===== config.mk =====
export PLATFORM = sky130hd
export DESIGN_NAME = bankfifo_top
export DESIGN_NICKNAME = d
export VERILOG_FILES = /design/src/rtl/bankfifo_pkg.sv /design/src/rtl/bankfifo_lane.sv /design/src/rtl/bankfifo_datapath.sv /design/src/rtl/bankfifo_ctrl.sv /design/src/rtl/bankfifo_top.sv
export SDC_FILE = /design/constraint.sdc
export NUM_CORES = 1
export LEC_CHECK = 0
export BUFFER_PORTS_ARGS = -buffer_cell sky130_fd_sc_hd__buf_2
export CAP_MARGIN = 15
export CELL_PAD_IN_SITES_DETAIL_PLACEMENT = 1
export CELL_PAD_IN_SITES_GLOBAL_PLACEMENT = 1
export CORE_MARGIN = 4
export CORE_UTILIZATION = 35
export DETAILED_ROUTE_END_ITERATION = 10
export PLACE_DENSITY = 0.65
export SYNTH_ARGS = -nofsm -noshare
export SYNTH_HDL_FRONTEND = slang
export SYNTH_SLANG_ARGS = --single-unit

===== constraint.sdc =====
create_clock -name clk -period 6.05 [get_ports clk]
set_clock_uncertainty 0.1 [all_clocks]
set_input_delay 1.21 -clock clk [delete_from_list [all_inputs] [get_ports clk]]
set_output_delay 1.21 -clock clk [all_outputs]
set_load 0.02 [all_outputs]

===== src/rtl/bankfifo_pkg.sv =====
package bankfifo_pkg;
  localparam int unsigned LANE_COUNT = 4;
  localparam int unsigned LANE_W     = 8;
  localparam int unsigned FLAG_COUNT = 6;
  localparam int unsigned LANE_IDX_W = $clog2(LANE_COUNT);

  localparam int unsigned FLG_FULL  = 0;
  localparam int unsigned FLG_HALF  = 1;
  localparam int unsigned FLG_EMPTY = 2;
  localparam int unsigned FLG_WORD  = 3;
  localparam int unsigned FLG_BYTE  = 4;
  localparam int unsigned FLG_ILL   = 5;

  typedef enum logic [1:0] {
    SRC_WORD = 2'd0,
    SRC_BYTE = 2'd1,
    SRC_SER  = 2'd2
  } pushSrc_e;

  typedef struct packed {
    logic                  flush;
    logic [LANE_COUNT-1:0] push;
    logic [LANE_COUNT-1:0] pop;
    pushSrc_e              src;
  } laneStrobe_t;
endpackage


===== src/rtl/bankfifo_lane.sv =====
module bankfifo_lane #(
  parameter int unsigned DEPTH = 16,
  parameter int unsigned W     = 8
) (
  input  logic                         clk,
  input  logic                         rstN,
  input  logic                         flush,
  input  logic                         push,
  input  logic                         pop,
  input  logic [W-1:0]                 wrData,
  output logic [W-1:0]                 headData,
  output logic [$clog2(DEPTH+1)-1:0]   level
);
  localparam int unsigned AW = (DEPTH > 1) ? $clog2(DEPTH) : 1;

  logic [W-1:0]  mem [DEPTH];
  logic [AW-1:0] wrPtr;
  logic [AW-1:0] rdPtr;

  always_ff @(posedge clk) begin
    if (push && !flush) mem[wrPtr] <= wrData;
  end

  always_ff @(posedge clk or negedge rstN) begin
    if (!rstN) begin
      wrPtr <= '0;
      rdPtr <= '0;
      level <= '0;
    end else if (flush) begin
      wrPtr <= '0;
      rdPtr <= '0;
      level <= '0;
    end else begin
      if (push) wrPtr <= (wrPtr == AW'(DEPTH-1)) ? '0 : wrPtr + 1'b1;
      if (pop)  rdPtr <= (rdPtr == AW'(DEPTH-1)) ? '0 : rdPtr + 1'b1;
      case ({push, pop})
        2'b10:   level <= level + 1'b1;
        2'b01:   level <= level - 1'b1;
        default: level <= level;
      endcase
    end
  end

  assign headData = mem[rdPtr];
endmodule


===== src/rtl/bankfifo_datapath.sv =====
module bankfifo_datapath
  import bankfifo_pkg::*;
#(
  parameter int unsigned DEPTH = 16,
  localparam int unsigned LW   = $clog2(DEPTH+1)
) (
  input  logic                         clk,
  input  logic                         rstN,
  input  laneStrobe_t                  strobe,
  input  logic [LANE_COUNT*LANE_W-1:0] wordData,
  input  logic [LANE_W-1:0]            byteData,
  input  logic [LANE_W-1:0]            serData,
  output logic [LANE_COUNT*LANE_W-1:0] heads,
  output logic [LANE_COUNT*LW-1:0]     levels
);
  for (genvar i = 0; i < LANE_COUNT; i++) begin : g_lane
    logic [LANE_W-1:0] laneIn;

    always_comb begin
      case (strobe.src)
        SRC_WORD: laneIn = wordData[i*LANE_W +: LANE_W];
        SRC_BYTE: laneIn = byteData;
        default:  laneIn = serData;
      endcase
    end

    bankfifo_lane #(.DEPTH(DEPTH), .W(LANE_W)) lane_i (
      .clk      (clk),
      .rstN     (rstN),
      .flush    (strobe.flush),
      .push     (strobe.push[i]),
      .pop      (strobe.pop[i]),
      .wrData   (laneIn),
      .headData (heads[i*LANE_W +: LANE_W]),
      .level    (levels[i*LW +: LW])
    );
  end
endmodule


===== src/rtl/bankfifo_ctrl.sv =====
module bankfifo_ctrl
  import bankfifo_pkg::*;
#(
  parameter int unsigned DEPTH = 16,
  localparam int unsigned LW   = $clog2(DEPTH+1)
) (
  input  logic                     clk,
  input  logic                     rstN,
  input  logic                     softReset,
  input  logic                     narrowMode,
  input  logic                     hostWordPush,
  input  logic                     hostWordPop,
  input  logic                     hostBytePush,
  input  logic                     hostBytePop,
  input  logic                     serPush,
  input  logic                     serPop,
  input  logic [FLAG_COUNT-1:0]    clrMask,
  input  logic [LANE_COUNT*LW-1:0] levels,
  output laneStrobe_t              strobe,
  output logic [FLAG_COUNT-1:0]    status,
  output logic [LANE_IDX_W-1:0]    serPopIdx,
  output logic [LW-1:0]            wordLevel,
  output logic [LW-1:0]            byteLevel
);
  localparam logic [LW-1:0] FULL_LVL = LW'(DEPTH);
  localparam logic [LW-1:0] HALF_LVL = LW'(DEPTH/2);

  logic [LW-1:0]         lvl [LANE_COUNT];
  logic [LANE_COUNT-1:0] laneFull;
  logic [LANE_COUNT-1:0] laneHalf;
  logic [LANE_COUNT-1:0] laneHas;

  for (genvar i = 0; i < LANE_COUNT; i++) begin : g_cond
    assign lvl[i]      = levels[i*LW +: LW];
    assign laneFull[i] = (lvl[i] == FULL_LVL);
    assign laneHalf[i] = (lvl[i] >= HALF_LVL);
    assign laneHas[i]  = (lvl[i] != '0);
  end

  logic [LANE_IDX_W-1:0] serPushLane;
  logic [LANE_IDX_W-1:0] serPopLane;
  logic [LANE_IDX_W-1:0] serPushIdx;

  assign serPushIdx = narrowMode ? '0 : serPushLane;
  assign serPopIdx  = narrowMode ? '0 : serPopLane;

  logic [LANE_COUNT-1:0] pushMask;
  logic [LANE_COUNT-1:0] popMask;
  pushSrc_e              pushSrc;
  logic                  pushBad;
  logic                  popBad;
  logic                  serPushTaken;
  logic                  serPopTaken;

  always_comb begin
    pushMask     = '0;
    pushSrc      = SRC_SER;
    pushBad      = 1'b0;
    serPushTaken = 1'b0;
    if (hostWordPush) begin
      pushSrc = SRC_WORD;
      if (!(|laneFull)) pushMask = '1;
      else              pushBad  = 1'b1;
      if (hostBytePush || serPush) pushBad = 1'b1;
    end else if (hostBytePush) begin
      pushSrc = SRC_BYTE;
      if (!laneFull[0]) pushMask[0] = 1'b1;
      else              pushBad     = 1'b1;
      if (serPush) pushBad = 1'b1;
    end else if (serPush) begin
      if (!laneFull[serPushIdx]) begin
        pushMask[serPushIdx] = 1'b1;
        serPushTaken         = 1'b1;
      end else begin
        pushBad = 1'b1;
      end
    end
    if (softReset) begin
      pushMask     = '0;
      pushBad      = 1'b0;
      serPushTaken = 1'b0;
    end
  end

  always_comb begin
    popMask     = '0;
    popBad      = 1'b0;
    serPopTaken = 1'b0;
    if (hostWordPop) begin
      if (&laneHas) popMask = '1;
      else          popBad  = 1'b1;
      if (hostBytePop || serPop) popBad = 1'b1;
    end else if (hostBytePop) begin
      if (laneHas[0]) popMask[0] = 1'b1;
      else            popBad     = 1'b1;
      if (serPop) popBad = 1'b1;
    end else if (serPop) begin
      if (laneHas[serPopIdx]) begin
        popMask[serPopIdx] = 1'b1;
        serPopTaken        = 1'b1;
      end else begin
        popBad = 1'b1;
      end
    end
    if (softReset) begin
      popMask     = '0;
      popBad      = 1'b0;
      serPopTaken = 1'b0;
    end
  end

  assign strobe.flush = softReset;
  assign strobe.push  = pushMask;
  assign strobe.pop   = popMask;
  assign strobe.src   = pushSrc;

  function automatic logic [LANE_IDX_W-1:0] nextLane(input logic [LANE_IDX_W-1:0] cur);
    return (cur == LANE_IDX_W'(LANE_COUNT-1)) ? '0 : cur + 1'b1;
  endfunction

  always_ff @(posedge clk or negedge rstN) begin
    if (!rstN) begin
      serPushLane <= '0;
      serPopLane  <= '0;
    end else if (softReset) begin
      serPushLane <= '0;
      serPopLane  <= '0;
    end else begin
      if (serPushTaken && !narrowMode) serPushLane <= nextLane(serPushLane);
      if (serPopTaken  && !narrowMode) serPopLane  <= nextLane(serPopLane);
    end
  end

  logic [FLAG_COUNT-2:0] levelCond;
  assign levelCond[FLG_FULL]  = |laneFull;
  assign levelCond[FLG_HALF]  = |laneHalf;
  assign levelCond[FLG_EMPTY] = ~(|laneHas);
  assign levelCond[FLG_WORD]  = &laneHas;
  assign levelCond[FLG_BYTE]  = laneHas[0];

  always_ff @(posedge clk or negedge rstN) begin
    if (!rstN) begin
      status <= '0;
    end else if (softReset) begin
      status <= '0;
    end else begin
      for (int k = 0; k < FLAG_COUNT-1; k++) begin
        status[k] <= clrMask[k] ? 1'b0 : (status[k] | levelCond[k]);
      end
      status[FLG_ILL] <= (status[FLG_ILL] & ~clrMask[FLG_ILL]) | pushBad | popBad;
    end
  end

  always_comb begin
    wordLevel = lvl[0];
    for (int i = 1; i < LANE_COUNT; i++) begin
      if (lvl[i] < wordLevel) wordLevel = lvl[i];
    end
  end
  assign byteLevel = lvl[0];
endmodule


===== src/rtl/bankfifo_top.sv =====
module bankfifo_top
  import bankfifo_pkg::*;
#(
  parameter int unsigned DEPTH = 16,
  localparam int unsigned LW   = $clog2(DEPTH+1)
) (
  input  logic                         clk,
  input  logic                         rstN,
  input  logic                         softReset,
  input  logic                         narrowMode,
  input  logic                         hostWordPush,
  input  logic [LANE_COUNT*LANE_W-1:0] hostWordData,
  input  logic                         hostWordPop,
  input  logic                         hostBytePush,
  input  logic [LANE_W-1:0]            hostByteData,
  input  logic                         hostBytePop,
  output logic [LANE_COUNT*LANE_W-1:0] hostRdData,
  input  logic                         serPush,
  input  logic [LANE_W-1:0]            serPushData,
  input  logic                         serPop,
  output logic [LANE_W-1:0]            serPopData,
  input  logic [FLAG_COUNT-1:0]        clrMask,
  output logic [FLAG_COUNT-1:0]        status,
  output logic [LW-1:0]                wordLevel,
  output logic [LW-1:0]                byteLevel
);
  laneStrobe_t                  strobe;
  logic [LANE_COUNT*LW-1:0]     levels;
  logic [LANE_COUNT*LANE_W-1:0] heads;
  logic [LANE_IDX_W-1:0]        serPopIdx;

  bankfifo_ctrl #(.DEPTH(DEPTH)) ctrl_i (
    .clk          (clk),
    .rstN         (rstN),
    .softReset    (softReset),
    .narrowMode   (narrowMode),
    .hostWordPush (hostWordPush),
    .hostWordPop  (hostWordPop),
    .hostBytePush (hostBytePush),
    .hostBytePop  (hostBytePop),
    .serPush      (serPush),
    .serPop       (serPop),
    .clrMask      (clrMask),
    .levels       (levels),
    .strobe       (strobe),
    .status       (status),
    .serPopIdx    (serPopIdx),
    .wordLevel    (wordLevel),
    .byteLevel    (byteLevel)
  );

  bankfifo_datapath #(.DEPTH(DEPTH)) data_i (
    .clk      (clk),
    .rstN     (rstN),
    .strobe   (strobe),
    .wordData (hostWordData),
    .byteData (hostByteData),
    .serData  (serPushData),
    .heads    (heads),
    .levels   (levels)
  );

  assign hostRdData = heads;
  assign serPopData = heads[serPopIdx*LANE_W +: LANE_W];
endmodule


# [Word-level counts from Yosys, hierarchy flattened]
# Memory sizes are Yosys's and may differ from the RTL's.
# Cells that the tools add are included.
[word_totals] regBits=62 ramBits=512 inputBits=64 mem_count=4
[mem_list] memory="data_i.g_lane[0].lane_i.mem" depth=16 width=8 read_ports=1 rd_clocked_by_memory_dff=0 wr=1 line="bankfifo_lane.sv:16" rtl="logic [W-1:0] mem [DEPTH];"
[mem_list] memory="data_i.g_lane[1].lane_i.mem" depth=16 width=8 read_ports=1 rd_clocked_by_memory_dff=0 wr=1 line="bankfifo_lane.sv:16"
[mem_list] memory="data_i.g_lane[2].lane_i.mem" depth=16 width=8 read_ports=1 rd_clocked_by_memory_dff=0 wr=1 line="bankfifo_lane.sv:16"
[mem_list] memory="data_i.g_lane[3].lane_i.mem" depth=16 width=8 read_ports=1 rd_clocked_by_memory_dff=0 wr=1 line="bankfifo_lane.sv:16"
[op_classes] n_addsub=18 order_cmp=11 n_eq_ne=23 shift=1 mux=115 n_bitwise=10 n_reduce_logical=35
[ops] operator="4-bit 2-to-1 mux" count=34
[ops] operator="8-bit case mux with 2 select lines" count=4
[ops] operator="1-bit 2-to-1 mux" count=49
[ops] operator="5-bit case mux with 2 select lines" count=4
[ops] operator="5-bit 2-to-1 mux" count=7
[ops] operator="4-bit by 1-bit adder with 4-bit output, second input constant" count=8
[ops] operator="4-bit == test, second input constant" count=8
[ops] operator="32-bit by 6-bit variable part select with 8-bit output" count=1
[ops] operator="5-bit by 1-bit adder with 5-bit output, second input constant" count=4
[ops] operator="5-bit == test, second input constant" count=4
[ops] operator="5-bit by 4-bit >= comparator with 1-bit output, second input constant" count=4
[ops] operator="2-bit 2-to-1 mux" count=10
[ops] operator="2-bit nonzero test" count=10
[ops] operator="5-bit nonzero test" count=4
[ops] operator="5-bit by 1-bit subtractor with 5-bit output, second input constant" count=4
[ops] operator="5-bit < comparator" count=3
[ops] operator="2-bit == test, second input constant" count=6
[ops] operator="3-bit nonzero test" count=4
[ops] operator="4-bit OR reduction" count=3
[ops] operator="2-bit by 1-bit == test with 1-bit output, second input constant" count=5
[ops] operator="1-bit logical AND" count=8
[ops] operator="1-bit bitwise OR" count=7
[ops] operator="2-bit by 3-bit < comparator with 1-bit output, second input constant" count=2
[ops] operator="3-bit 2-to-1 mux" count=2
[ops] operator="11 further kinds" count=18

# [Depth between registers and ports, before layout]
# Gate-level depths: netlist of run 1.
[depth] ltp_word=13 depth_mapped=24 ltp_nobuf=22

# [Cells and area by module]
# From an unflattened synthesis of run 1, not the netlist that was laid out.
[unflattened] hier_cells=1602 area_unflattened_um2=25414.4
[modules_own_cells] mod="bankfifo_lane at data_i.g_lane[2].lane_i ..." instances=2 cells_each=312 area_each_um2=5780.5 seq_area_each_um2=4169.0
[modules_own_cells] mod="bankfifo_lane at data_i.g_lane[1].lane_i" instances=1 cells_each=350 area_each_um2=5830.6 seq_area_each_um2=4169.0
[modules_own_cells] mod="bankfifo_lane at data_i.g_lane[0].lane_i" instances=1 cells_each=339 area_each_um2=5791.8 seq_area_each_um2=4169.0
[modules_own_cells] mod="bankfifo_ctrl" instances=1 cells_each=194 area_each_um2=1505.2 seq_area_each_um2=250.2
[modules_own_cells] mod="bankfifo_datapath" instances=1 cells_each=85 area_each_um2=529.3 seq_area_each_um2=0.0
[modules_own_cells] mod="bankfifo_top" instances=1 cells_each=10 area_each_um2=196.4 seq_area_each_um2=0.0

# [Least setup slack after synthesis of run 1]
# No wires, ideal clock.
[synth_timing] path_kind="register to output" startpoint="register data_i.g_lane[0].lane_i.level[4]" endpoint="output port wordLevel[1]" arrival_ns=4.876 required_ns=4.740 setup_slack_ns=-0.136 stages_incl_launch_ff=25 cell_sequence="dfrtp_1 buf_4 inv_1 ha_1 a21oi_1 inv_1 a31oi_4 nand2_1 o21ai_0 inv_1 ha_1 a211oi_1 nand3_1 mux2i_1 or2_1 buf_2 a21oi_1 ha_1 a21o_1 a21o_1 a211oi_1 inv_1 nor4_1 a311o_1 mux2i_1"
[synth_via] elab_chain_len=6
[synth_rtl] element="start, declared" line="bankfifo_lane.sv:12" rtl="output logic [$clog2(DEPTH+1)-1:0] level"
[synth_rtl] element="start signal, assigned" line="bankfifo_lane.sv:37" rtl="2'b10: level <= level + 1'b1;"
[synth_rtl] element="start signal, assigned" line="bankfifo_lane.sv:38" rtl="2'b01: level <= level - 1'b1;"
[synth_rtl] element="start signal, assigned" line="bankfifo_lane.sv:39" rtl="default: level <= level;"
[synth_rtl] element="5-bit < comparator" line="bankfifo_ctrl.sv:157" rtl="if (lvl[i] < wordLevel) wordLevel = lvl[i];"
[synth_rtl] element="5-bit 2-to-1 mux *" line="bankfifo_ctrl.sv:157"
[synth_rtl] element="5-bit < comparator" line="bankfifo_ctrl.sv:157"
[synth_rtl] element="5-bit 2-to-1 mux *" line="bankfifo_ctrl.sv:157"
[synth_rtl] element="5-bit < comparator" line="bankfifo_ctrl.sv:157"
[synth_rtl] element="5-bit 2-to-1 mux *" line="bankfifo_ctrl.sv:157"
[synth_rtl] element="end, declared" line="bankfifo_top.sv:24" rtl="output logic [LW-1:0] wordLevel,"
# Mark *: on every way between the ends. The rest lies on a longest branch, timed or not.

# [Final worst setup path of run 1]
[layout_timing] startpoint="register data_i.g_lane[0].lane_i.level[2]" endpoint="output port wordLevel[4]"
# Same word-level chain as after synthesis.

==> results.sh, run 1 <==
export IMPL_regArea_um2=16900
export IMPL_grt_total_usage_pct=18.2
export IMPL_final_nets=2002
export IMPL_multi_input_area_um2=8220
export IMPL_yosysTopAreaCell="edfxtp_1"
export IMPL_core_area_um2=72000
export IMPL_dp_cells=2734
export IMPL_wl_per_cell_um=25.1
export IMPL_power_density_nw_per_um2=362
export IMPL_hold_viol=0
export IMPL_num_io_pins=120
export IMPL_vdd_drop_max_mv=0.609
export IMPL_antenna_found_initial=5
export IMPL_ys_ff_latch=574
export IMPL_cts_tree="yes"
export IMPL_final_util_pct=41.9
export IMPL_synth_ff_type="edfxtp_1"
export IMPL_initial_core_util_pct=35.6
export IMPL_area_growth_pct=17.7
export IMPL_most_common_layout_cells="512 x edfxtp_1, 141 x mux2i_1, 112 x buf_2"
export IMPL_finalWirelength_um=72600
export IMPL_fp_dieH_um=278
export IMPL_cp_max_fo=5
export IMPL_async_flop_share_pct=10.8
export IMPL_yosysTopAreaCellShare_pct=60.1
export IMPL_final_common_cell="edfxtp_1"
export IMPL_violations="negative setup slack"
export IMPL_drive_gt1_share_pct=24.4
export IMPL_syn_inst=1693
export IMPL_slew_headroom_pct=22.1
export IMPL_drtIter0Drc=1164
export IMPL_maxSlewViolCount=0
export IMPL_rsz0062_at_grt="yes"
export IMPL_synth_nets=1805
export IMPL_start_kind="flop"
export IMPL_synth_seq_area_share_pct=66.1
export IMPL_maxCapViolCount=0
export IMPL_endpoint_kind="output pin"
export IMPL_leakage_nw=10.4
export IMPL_synth_cell_area_um2=25600
export IMPL_ctsHoldBuffers=0
export IMPL_first_pass_iters=5
export IMPL_grt_pass1_wl_um=108000
export IMPL_grt_max_degree=63
export IMPL_post_route_min_period_ps=6460
export IMPL_syn_area_per_cell_um2=15.1
export IMPL_synth_edf_count=512
export IMPL_gp_congestion=0.823
export IMPL_worst_pin_slew_ps=1170
export IMPL_layout_setup_ws_ps=-411
export IMPL_detail_route_vias_per_cell=5.53
export IMPL_hold_slack_ps=455
export IMPL_yosys_warnings=0
export IMPL_required_ps=4740
export IMPL_crit_type="flop to output pin"
export IMPL_setup_tns_ps=-1980
export IMPL_cp_data_arrival_time_ps=5150
export IMPL_num_fill_cells=7209
export IMPL_outcome="finished, violations left"
export IMPL_clkTransAtPathRegs_ps=60
export IMPL_fp_dieArea_um2=77500
export IMPL_clk_latency_ps=630
export IMPL_clock_sinks=574
export IMPL_fmax_ghz=0.155
export IMPL_root_buffer="clkbuf_16"
export IMPL_antenna_left=0
export IMPL_port_buffers=119
export IMPL_clockBufferDepth=3
export IMPL_drc=0
export IMPL_dp_hpwl_um=50000
export IMPL_grt_overflow_total=0
export IMPL_die_width_um=278
export IMPL_synth_distinct_cells=90
export IMPL_period_share_pct=107
export IMPL_num_vias=16000
export IMPL_fin_cells=2893
export IMPL_rows=98
export IMPL_finalSetupViolCount=5
export IMPL_htreeDepth=2
export IMPL_grt_pass1_vias=16500
export IMPL_synthTopCellsByArea="edfxtp_1 60%, dfrtp_1 6.1%, mux2i_1 5.8%"
export IMPL_hold_path_class="flop to flop"
export IMPL_cts_buffers=60
-- metal layers --
metal	global-route usage [%]	up-vias	share of wire, %
met2	29.8	508	48
met3	2.98	100	6.2
met4	4.32	2	2.1
met1	25.6	8356	44
met5	0	-	0.018
li1	-	7042	-
-- critical path, cell delays in order, from the launching register on --
cell and delay (ps):
dfrtp_1 390, inv_2 80, ha_4 200, a21oi_2 140, o21ai_2 90, a31oi_4 280
buf_6 150, nand2_2 40, o21ai_2 60, inv_1 70, ha_2 310, o21ai_0 80
nand3_1 120, mux2i_2 90, or2_4 300, a21oi_4 170, ha_4 220, a21o_1 160
a21o_1 210, a211oi_2 280, inv_1 100, nor4_2 240, a311o_2 320, mux2i_4 280
buf_6 140
-- worst paths after layout --
check                                                 startpoint                          endpoint  slack (ps)  depth (start not counted)
worst max-delay path            data_i.g_lane[0].lane_i.level[2]                      wordLevel[4]        -410                         24
worst min-delay path                            ctrl_i.status[1]                  ctrl_i.status[1]         450                          2
worst max register to register              ctrl_i.serPopLane[1]  data_i.g_lane[2].lane_i.level[4]        1160                         14
worst min register to register                  ctrl_i.status[1]                  ctrl_i.status[1]         450                          2
max in group asynchronous                                   rstN  data_i.g_lane[1].lane_i.rdPtr[0]        4560                          1
min in group asynchronous                                   rstN                  ctrl_i.status[4]         620                          1
-- cell families after synthesis --
family / Yosys count / share of synthesized area (%)
and+or+nand+nor: 330 / 7.02
DFF: 574 / 66.1
adders and majority gates: 48 / 2.46
muxes: 215 / 11.6
buffers and inverters: 174 / 2.78
xor gates and xnor gates: 21 / 0.807
AOI/OAI and AO/OA: 331 / 9.22
-- metrics by stage --
stage	total power [W]	setup WS, ps	cell area [µm²]
after floorplan	0.00617	32.5	25700
after global placement	0.00691	68.9	27600
after detailed placement	0.00699	-205	27700
after CTS	0.0109	-411	29900
after global routing	0.0114	-710	30100
final	0.0109	-411	30100
-- area by class of cell --
type                            instances  share of cell area (%)
Clock buffer                           75                    5.31
Timing Repair Buffer                  233                    5.16
Inverter                               76                   0.947
Antenna cell                            1                 0.00831
Clock inverter                         39                    1.15
Multi-Input combinational cell        945                    27.3
Tap cell                              950                    3.95
Sequential cell                       574                    56.2
-- power breakdown --
part           internal [W]  total (W)  switching, W
logic               0.00118    0.00270       0.00152
clock network       0.00206    0.00365       0.00159
registers           0.00446    0.00457      0.000111
total               0.00770     0.0109       0.00322
-- flip-flops by register name, indices dropped and copies added (netlist names) --
| name | flops |
|---|---|
| ctrl_i.serPushLane | 2 |
| data_i.g_lane.lane_i.mem | 512 |
| ctrl_i.status | 6 |
| data_i.g_lane.lane_i.wrPtr | 16 |
| data_i.g_lane.lane_i.level | 20 |
| data_i.g_lane.lane_i.rdPtr | 16 |
| ctrl_i.serPopLane | 2 |
-- synthesized netlist by cell type, types with 3 or more instances --
cell,instances
o21a_1,3
o32ai_1,3
a21o_1,13
or3_1,3
nor3_2,3
nand2_1,78
buf_2,22
and2_1,38
edfxtp_1,512
clkbuf_1,62
buf_1,6
nand3b_1,6
nand2b_1,12
ha_1,44
o31ai_1,3
o221ai_1,8
xor2_1,8
nor3b_1,5
fa_1,4
nor3_1,26
inv_1,72
nor4_1,7
a22oi_1,41
o21ai_0,60
nand4_1,4
nor2b_1,11
mux4_2,64
buf_4,8
xnor2_1,10
nor2_1,75
a311oi_1,3
a21oi_1,82
nand3_1,16
a221oi_1,65
dfrtp_1,62
clkinv_1,4
a211oi_1,15
and3_1,8
mux2i_1,148
a31oi_1,4
nor4b_1,7
and4_1,8
-- what timing repair did --
action / in CTS / in global routing
cloned: 0 / 0
pin swaps: 20 / 12
endpoints found under the setup margin: 5 / 5
gates resized for setup: 42 / 8
setup buffers: 15 / 6
Note: power is estimated with default switching activity, not from simulation.
==> run 2, diff against run 1 <==
- RECOVER_POWER: not set -> 50
==> run 2 against run 1 <==
Compared with the run above:
- the run ends with max-capacitance violations, max-slew violations, negative setup slack left
- largest cell class unchanged
- critical path type unchanged
- design area down 0.95%
- highest routed layer unchanged
- sequential share of layout area up 0.54 points
- largest power group unchanged
- first-iteration DRC count up 10%
==> results.sh, run 2 (synthesis results as in run 1) <==
export IMPL_first_pass_iters=7
export IMPL_crit_slowest_cell="dfrtp_1"
export IMPL_area_growth_pct=16.6
export IMPL_leakage_nw=10.1
export IMPL_dp_hpwl_um=50000
export IMPL_worst_pin_slew_ps=3980
export IMPL_clock_sinks=574
export IMPL_die_width_um=278
export IMPL_cp_data_arrival_time_ps=5150
export IMPL_r2r_setup_slack_ps=420
export IMPL_fp_dieH_um=278
export IMPL_hp_start="ctrl_i.status[1]"
export IMPL_post_route_min_period_ps=6460
export IMPL_drtIter0Drc=1285
export IMPL_cp_num_buf_inv=5
export IMPL_antenna_left=0
export IMPL_fp_dieArea_um2=77500
export IMPL_cts_buffers=60
export IMPL_root_buffer="clkbuf_16"
export IMPL_rows=98
export IMPL_hold_path_class="flop to flop"
export IMPL_clkTransAtPathRegs_ps=60
export IMPL_start_kind="flop"
export IMPL_detail_route_vias_per_cell=5.54
export IMPL_final_common_cell="edfxtp_1"
export IMPL_r2r_start="data_i.g_lane[0].lane_i.level[1]"
export IMPL_ctsHoldBuffers=0
export IMPL_crit_type="flop to output pin"
export IMPL_num_io_pins=120
export IMPL_cp_max_fo=5
export IMPL_grt_pass1_wl_um=108000
export IMPL_grt_max_degree=63
export IMPL_critPathTopFamily="compound AO/OA/AOI/OAI gates"
export IMPL_holdPathStages=2
export IMPL_path_cells="inv_2 > ha_4 > a21oi_2 > o21ai_2 > a31oi_4 > buf_6 > nand2_2 > o21ai_2 > inv_1 > ha_2 > o21ai_0 > nand3_1 > mux2i_2 > or2_4 > a21oi_4 > ha_4 > a21o_1 > a21o_1 > a211oi_2 > inv_1 > nor4_2 > a311o_2 > mux2i_4 > buf_6"
export IMPL_grt_pass1_vias=16500
export IMPL_endpoint_kind="output pin"
export IMPL_hold_viol=0
export IMPL_core_area_um2=72000
export IMPL_fmax_ghz=0.155
export IMPL_setup_tns_ps=-10880
export IMPL_clockBufferDepth=3
export IMPL_required_ps=4740
export IMPL_dp_cells=2734
export IMPL_most_common_layout_cells="512 x edfxtp_1, 141 x mux2i_1, 100 x buf_2"
export IMPL_finalSetupViolCount=53
export IMPL_drive_gt1_share_pct=20.9
export IMPL_clk_latency_ps=630
export IMPL_grt_overflow_total=0
export IMPL_slowest_delay_ps=390
export IMPL_cts_tree="yes"
export IMPL_violations="max-capacitance violations, max-slew violations, negative setup slack"
export IMPL_fin_cells=2893
export IMPL_grt_total_usage_pct=18.2
export IMPL_largest_register_ffs=512
export IMPL_period_share_pct=107
export IMPL_drc=0
export IMPL_antenna_found_initial=5
export IMPL_reg2reg_to="data_i.g_lane[1].lane_i.level[4]"
export IMPL_rsz0062_at_grt="yes"
export IMPL_gp_congestion=0.823
export IMPL_reg_largest_list="data_i.g_lane.lane_i.mem (512), data_i.g_lane.lane_i.level (20)"
export IMPL_maxCapViolCount=4
export IMPL_slew_headroom_pct=-165
export IMPL_top_register="data_i.g_lane.lane_i.mem"
export IMPL_whs_endpoint="ctrl_i.status[1]"
export IMPL_outcome="finished, violations left"
export IMPL_initial_core_util_pct=35.6
export IMPL_maxSlewViolCount=116
export IMPL_htreeDepth=2
export IMPL_layout_setup_ws_ps=-411
export IMPL_num_vias=16000
export IMPL_finalWirelength_um=72500
export IMPL_port_buffers=119
export IMPL_reg2regPathDepth=14
export IMPL_power_density_nw_per_um2=364
export IMPL_vdd_drop_max_mv=0.612
export IMPL_wl_per_cell_um=25.1
export IMPL_final_nets=2002
run 2: cell types whose count changed in the layout (fill, tap and decap cells not counted), sizes merged:
| cell | change |
|---|---|
| clkbuf | +57 |
| buf | -57 |
run 2: worst max-delay path by stage:
stage | start | end | slack (ps) | cells after the start
2_1_floorplan | data_i.g_lane[0].lane_i.level[4] | wordLevel[1] | 30 | 24
3_3_place_gp | data_i.g_lane[0].lane_i.level[2] | wordLevel[4] | 70 | 23
3_5_place_dp | data_i.g_lane[0].lane_i.level[2] | wordLevel[1] | -200 | 23
4_1_cts | data_i.g_lane[0].lane_i.level[2] | wordLevel[1] | -410 | 23
5_1_grt | data_i.g_lane[0].lane_i.level[2] | wordLevel[4] | -710 | 24
6_report | data_i.g_lane[0].lane_i.level[2] | wordLevel[4] | -410 | 24
run 2: area by class of cell:
cell class / count / area [µm²]
Fill cell: 7260 / 42100
Sequential cell: 574 / 16900
Multi-Input combinational cell: 945 / 8120
Clock buffer: 75 / 1600
Timing Repair Buffer: 233 / 1370
Tap cell: 950 / 1190
Clock inverter: 39 / 348
Inverter: 76 / 285
Antenna cell: 1 / 2.50
run 2: power breakdown:
| part | switching [W] | internal (W) |
|---|---|---|
| Sequential | 0.000111 | 0.00446 |
| Combinational | 0.00151 | 0.00115 |
| Clock | 0.00158 | 0.00206 |
run 2: repair_timing:
item	in CTS	in global routing
pin swaps	20	12
buffers inserted	15	6
setup endpoints to repair	5	5
resized for setup	42	8
endpoints found under the hold margin	0	0
run 2: routing by layer:
| layer | up-vias | track usage, % | part of all wire (%) |
|---|---|---|---|
| met5 | - | 0 | 0.018 |
| li1 | 7041 | - | - |
| met4 | 2 | 4.32 | 2.1 |
| met3 | 99 | 2.98 | 6.1 |
| met1 | 8374 | 25.6 | 44 |
| met2 | 509 | 29.8 | 48 |
run 2: worst min-delay path, stage by stage, from the launching register on:
cell and delay, ps:
dfrtp_1 340, nor2_1 50, nor3_1 120
run 2: through the flow:
stage | area [µm²] | setup slack (ps) | total power, W | hold slack [ps] | utilization (%)
floorplan | 25700 | 32.5 | 0.00617 | 438 | -
global placement | 27600 | 68.9 | 0.00691 | 442 | 38.4
detailed placement | 27700 | -205 | 0.00699 | 446 | 38.4
CTS | 29900 | -411 | 0.0109 | 461 | 41.5
global route | 29800 | -710 | 0.0113 | 512 | 41.5
finish | 29800 | -411 | 0.0109 | 459 | 41.5
==> run 3, diff against run 2 <==
--- a/config.mk
+++ b/config.mk
@@ -7,2 +7,3 @@
 export LEC_CHECK = 0
+export ABC_AREA = 1
 export BUFFER_PORTS_ARGS = -buffer_cell sky130_fd_sc_hd__buf_2
@@ -14,3 +15,3 @@
 export DETAILED_ROUTE_END_ITERATION = 10
-export PLACE_DENSITY = 0.65
+export PLACE_DENSITY = 0.68
 export RECOVER_POWER = 50
--- a/constraint.sdc
+++ b/constraint.sdc
@@ -4,2 +4,2 @@
 set_output_delay 1.21 -clock clk [all_outputs]
-set_load 0.02 [all_outputs]
+set_load 0.01 [all_outputs]
==> run 3 against run 2 <==
Compared with the run above:
- the run ends with max-capacitance violations, max-slew violations left
- core utilization fell by 0.90 points
- power rose by 2.0%
- first-iteration DRC count rose by 30%
- count of clock-buffer cells in the layout fell by 3
- hold slack got worse by 33 ps
- critical endpoint is now wordLevel[3]
- highest routed layer unchanged
==> results.sh, run 3 <==
export IMPL_outcome="finished, violations left"
export IMPL_violations="max-capacitance violations, max-slew violations"
export IMPL_path_cells="ha_1 > nand2_1 > nor2_1 > nand2_2 > nand3_4 > nand2_1 > o21ai_0 > inv_1 > ha_1 > nand3_1 > inv_1 > nand2_1 > nand2_2 > nand3_1 > o21a_1 > inv_1 > ha_1 > a21oi_1 > nor2_1 > a211oi_4 > buf_4 > nand3_1 > nand2_1 > buf_2"
export IMPL_syn_area_per_cell_um2=11.3
export IMPL_grt_pass1_wl_um=119000
export IMPL_cts_tree="yes"
export IMPL_hold_path_class="flop to flop"
export IMPL_rsz0062_at_grt="no"
export IMPL_endpoint_kind="output pin"
export IMPL_fp_dieH_um=275
export IMPL_setup_tns_ps=0
export IMPL_drive_gt1_share_pct=10.7
export IMPL_synth_distinct_cells=49
export IMPL_rows=97
export IMPL_crit_slowest_cell="dfrtp_1"
export IMPL_grt_total_usage_pct=21.0
export IMPL_dp_hpwl_um=55500
export IMPL_required_ps=4740
export IMPL_design_area_um2=28500
export IMPL_worst_pin_slew_ps=3870
export IMPL_clockBufferDepth=3
export IMPL_fmax_ghz=0.175
export IMPL_power_density_nw_per_um2=388
export IMPL_start_kind="flop"
export IMPL_met2_length_um=37900
export IMPL_synth_fa_ha_area_share_pct=2.52
export IMPL_num_fill_cells=7656
export IMPL_grt_pass1_vias=18600
export IMPL_core_area_um2=70400
export IMPL_ys_top_cells_by_count="512 x edfxtp_1, 478 x nand2_1, 222 x nor2_1, 197 x o21ai_0, 99 x inv_1"
export IMPL_synth_ff_type="edfxtp_1"
export IMPL_top_layer="met5"
export IMPL_syn_inst=2209
export IMPL_die_width_um=275
export IMPL_first_pass_iters=7
export IMPL_final_common_cell="edfxtp_1"
export IMPL_grt_max_degree=68
export IMPL_finalWirelength_um=80300
export IMPL_finalSetupViolCount=0
export IMPL_num_vias=18200
export IMPL_cp_max_fo=9
export IMPL_clk_latency_ps=640
export IMPL_slowest_delay_ps=430
export IMPL_yosysTopAreaCellShare_pct=61.5
export IMPL_synth_edf_count=512
export IMPL_ctsHoldBuffers=0
export IMPL_multi_input_area_um2=7330
export IMPL_clkTransAtPathRegs_ps=60
export IMPL_synth_compound_area_share_pct=10.8
export IMPL_cts_buffers=61
export IMPL_initial_core_util_pct=35.5
export IMPL_maxSlewViolCount=151
export IMPL_reg_largest_list="data_i.g_lane.lane_i.mem (512), data_i.g_lane.lane_i.level (20)"
export IMPL_period_share_pct=94.5
export IMPL_slew_headroom_pct=-158
export IMPL_synth_top_family_by_area="simple AND/OR/NAND/NOR gates"
export IMPL_fp_dieArea_um2=75800
export IMPL_cp_data_arrival_time_ps=4410
export IMPL_synth_cell_area_um2=25000
export IMPL_ys_ff_latch=574
export IMPL_drtIter0Drc=1669
export IMPL_synth_xor_area_share_pct=0.665
export IMPL_hold_slack_ps=426
export IMPL_vdd_drop_max_mv=0.221
export IMPL_htreeDepth=2
export IMPL_dpl_cell_area_um2=26700
export IMPL_wl_met3_um=7080
export IMPL_yosys_warnings=0
export IMPL_yosysMostFrequentCell="edfxtp_1"
export IMPL_hold_viol=0
export IMPL_maxCapViolCount=6
export IMPL_final_nets=2439
export IMPL_yosys_area_share_simple_pct=15.0
export IMPL_most_common_layout_cells="512 x edfxtp_1, 476 x nand2_1, 223 x nor2_1"
export IMPL_antenna_found_initial=16
export IMPL_post_route_min_period_ps=5720
export IMPL_root_buffer="clkbuf_16"
export IMPL_crit_type="flop to output pin"
export IMPL_synthTopCellsByArea="edfxtp_1 61%, nand2_1 7.2%, dfrtp_1 6.2%"
export IMPL_clock_sinks=574
export IMPL_wl_per_cell_um=24.2
export IMPL_area_growth_pct=14.1
export IMPL_synth_nets=2321
export IMPL_critPathTopFamily="simple AND/OR/NAND/NOR gates"
export IMPL_muxShareOfSynthArea_pct=0.0800
export IMPL_wl_met1_um=33300
export IMPL_antenna_left=0
export IMPL_leakage_nw=10.4
export IMPL_yosysTopAreaCell="edfxtp_1"
export IMPL_num_io_pins=120
export IMPL_regArea_um2=16900
export IMPL_grt_overflow_total=0
export IMPL_largest_register_ffs=512
export IMPL_detail_route_vias_per_cell=5.48
export IMPL_synth_seq_area_share_pct=67.7
export IMPL_drc=0
export IMPL_async_flop_share_pct=10.8
export IMPL_port_buffers=119
export IMPL_path_common_cell="nand2_1"
export IMPL_cp_num_buf_inv=5
export IMPL_top_register="data_i.g_lane.lane_i.mem"
export IMPL_gp_congestion=0.875
## run 3: changes by cell type after synthesis, moves of 37 or more
cell	previous run	this run
a22oi_1	41	0
and2_1	38	1
mux2i_1	148	2
mux4_2	64	0
nand2_1	78	478
nand3_1	16	94
nand4_1	4	49
nor2_1	75	222
o21ai_0	60	197
o22ai_1	1	54
## run 3: metrics by stage
| stage | setup WS [ps] | instances | utilization [%] | power (W) |
|---|---|---|---|---|
| CTS | 42.6 | 3311 | 40.6 | 0.0111 |
| detailed placement | 410 | 3202 | 37.9 | 0.00752 |
| finish | 333 | 3321 | 40.6 | 0.0111 |
| floorplan | 1170 | 2209 | - | 0.00639 |
| global route | 20.0 | 3313 | 40.5 | 0.0116 |
| global placement | 751 | 3202 | 37.9 | 0.00737 |
## run 3: cell families after synthesis
kind of cell	count (synthesis)
AO/OA/AOI/OAI	462
XOR/XNOR	19
adder cells (fa/ha/maj)	48
buffers and inverters	210
flip-flops	574
multiplexers	2
AND/OR/NAND/NOR	894
## run 3: power by group
part	switching (W)	internal [W]	leakage, nW
Combinational	0.00205	0.000841	4.00
Clock	0.00155	0.00201	0.911
Sequential	0.000146	0.00449	5.47
Total	0.00374	0.00734	10.4
## run 3: timing repair
item | in CTS | in global routing
setup buffers | 0 | 2
resized for setup | 2 | 9
endpoints found under the setup margin | 5 | 5
pin swaps | 0 | 1
## run 3: worst min-delay path, delay by kind of cell, from the launching register on
family           cells  cell delay, ps
flip-flops           1             380
AND/OR/NAND/NOR      2             120
## run 3: worst paths after layout
| check | startpoint | endpoint | slack, ps | cells past startpoint |
|---|---|---|---|---|
| worst max-delay path | data_i.g_lane[1].lane_i.level[4] | wordLevel[3] | 330 | 24 |
| worst min-delay path | data_i.g_lane[2].lane_i.level[0] | data_i.g_lane[2].lane_i.level[0] | 430 | 2 |
| worst max register to register | data_i.g_lane[2].lane_i.level[0] | data_i.g_lane[0].lane_i.level[4] | 2240 | 17 |
| worst min register to register | data_i.g_lane[2].lane_i.level[0] | data_i.g_lane[2].lane_i.level[0] | 430 | 2 |
| max in group asynchronous | rstN | data_i.g_lane[0].lane_i.rdPtr[0] | 1520 | 1 |
| min in group asynchronous | rstN | ctrl_i.status[3] | 1820 | 1 |
## run 3: layout make-up
class	instances	share of cell area [%]
Antenna cell	8	0.0701
Clock buffer	72	5.49
Clock inverter	37	1.08
Inverter	118	1.55
Multi-Input combinational cell	1425	25.7
Sequential cell	574	59.3
Tap cell	940	4.12
Timing Repair Buffer	147	2.70
## run 3: metal layers
layer	track usage [%]	up-vias
met2	34.5	583
li1	-	8219
met3	5.16	108
met5	0	-
met4	5.48	12
met1	28.0	9279
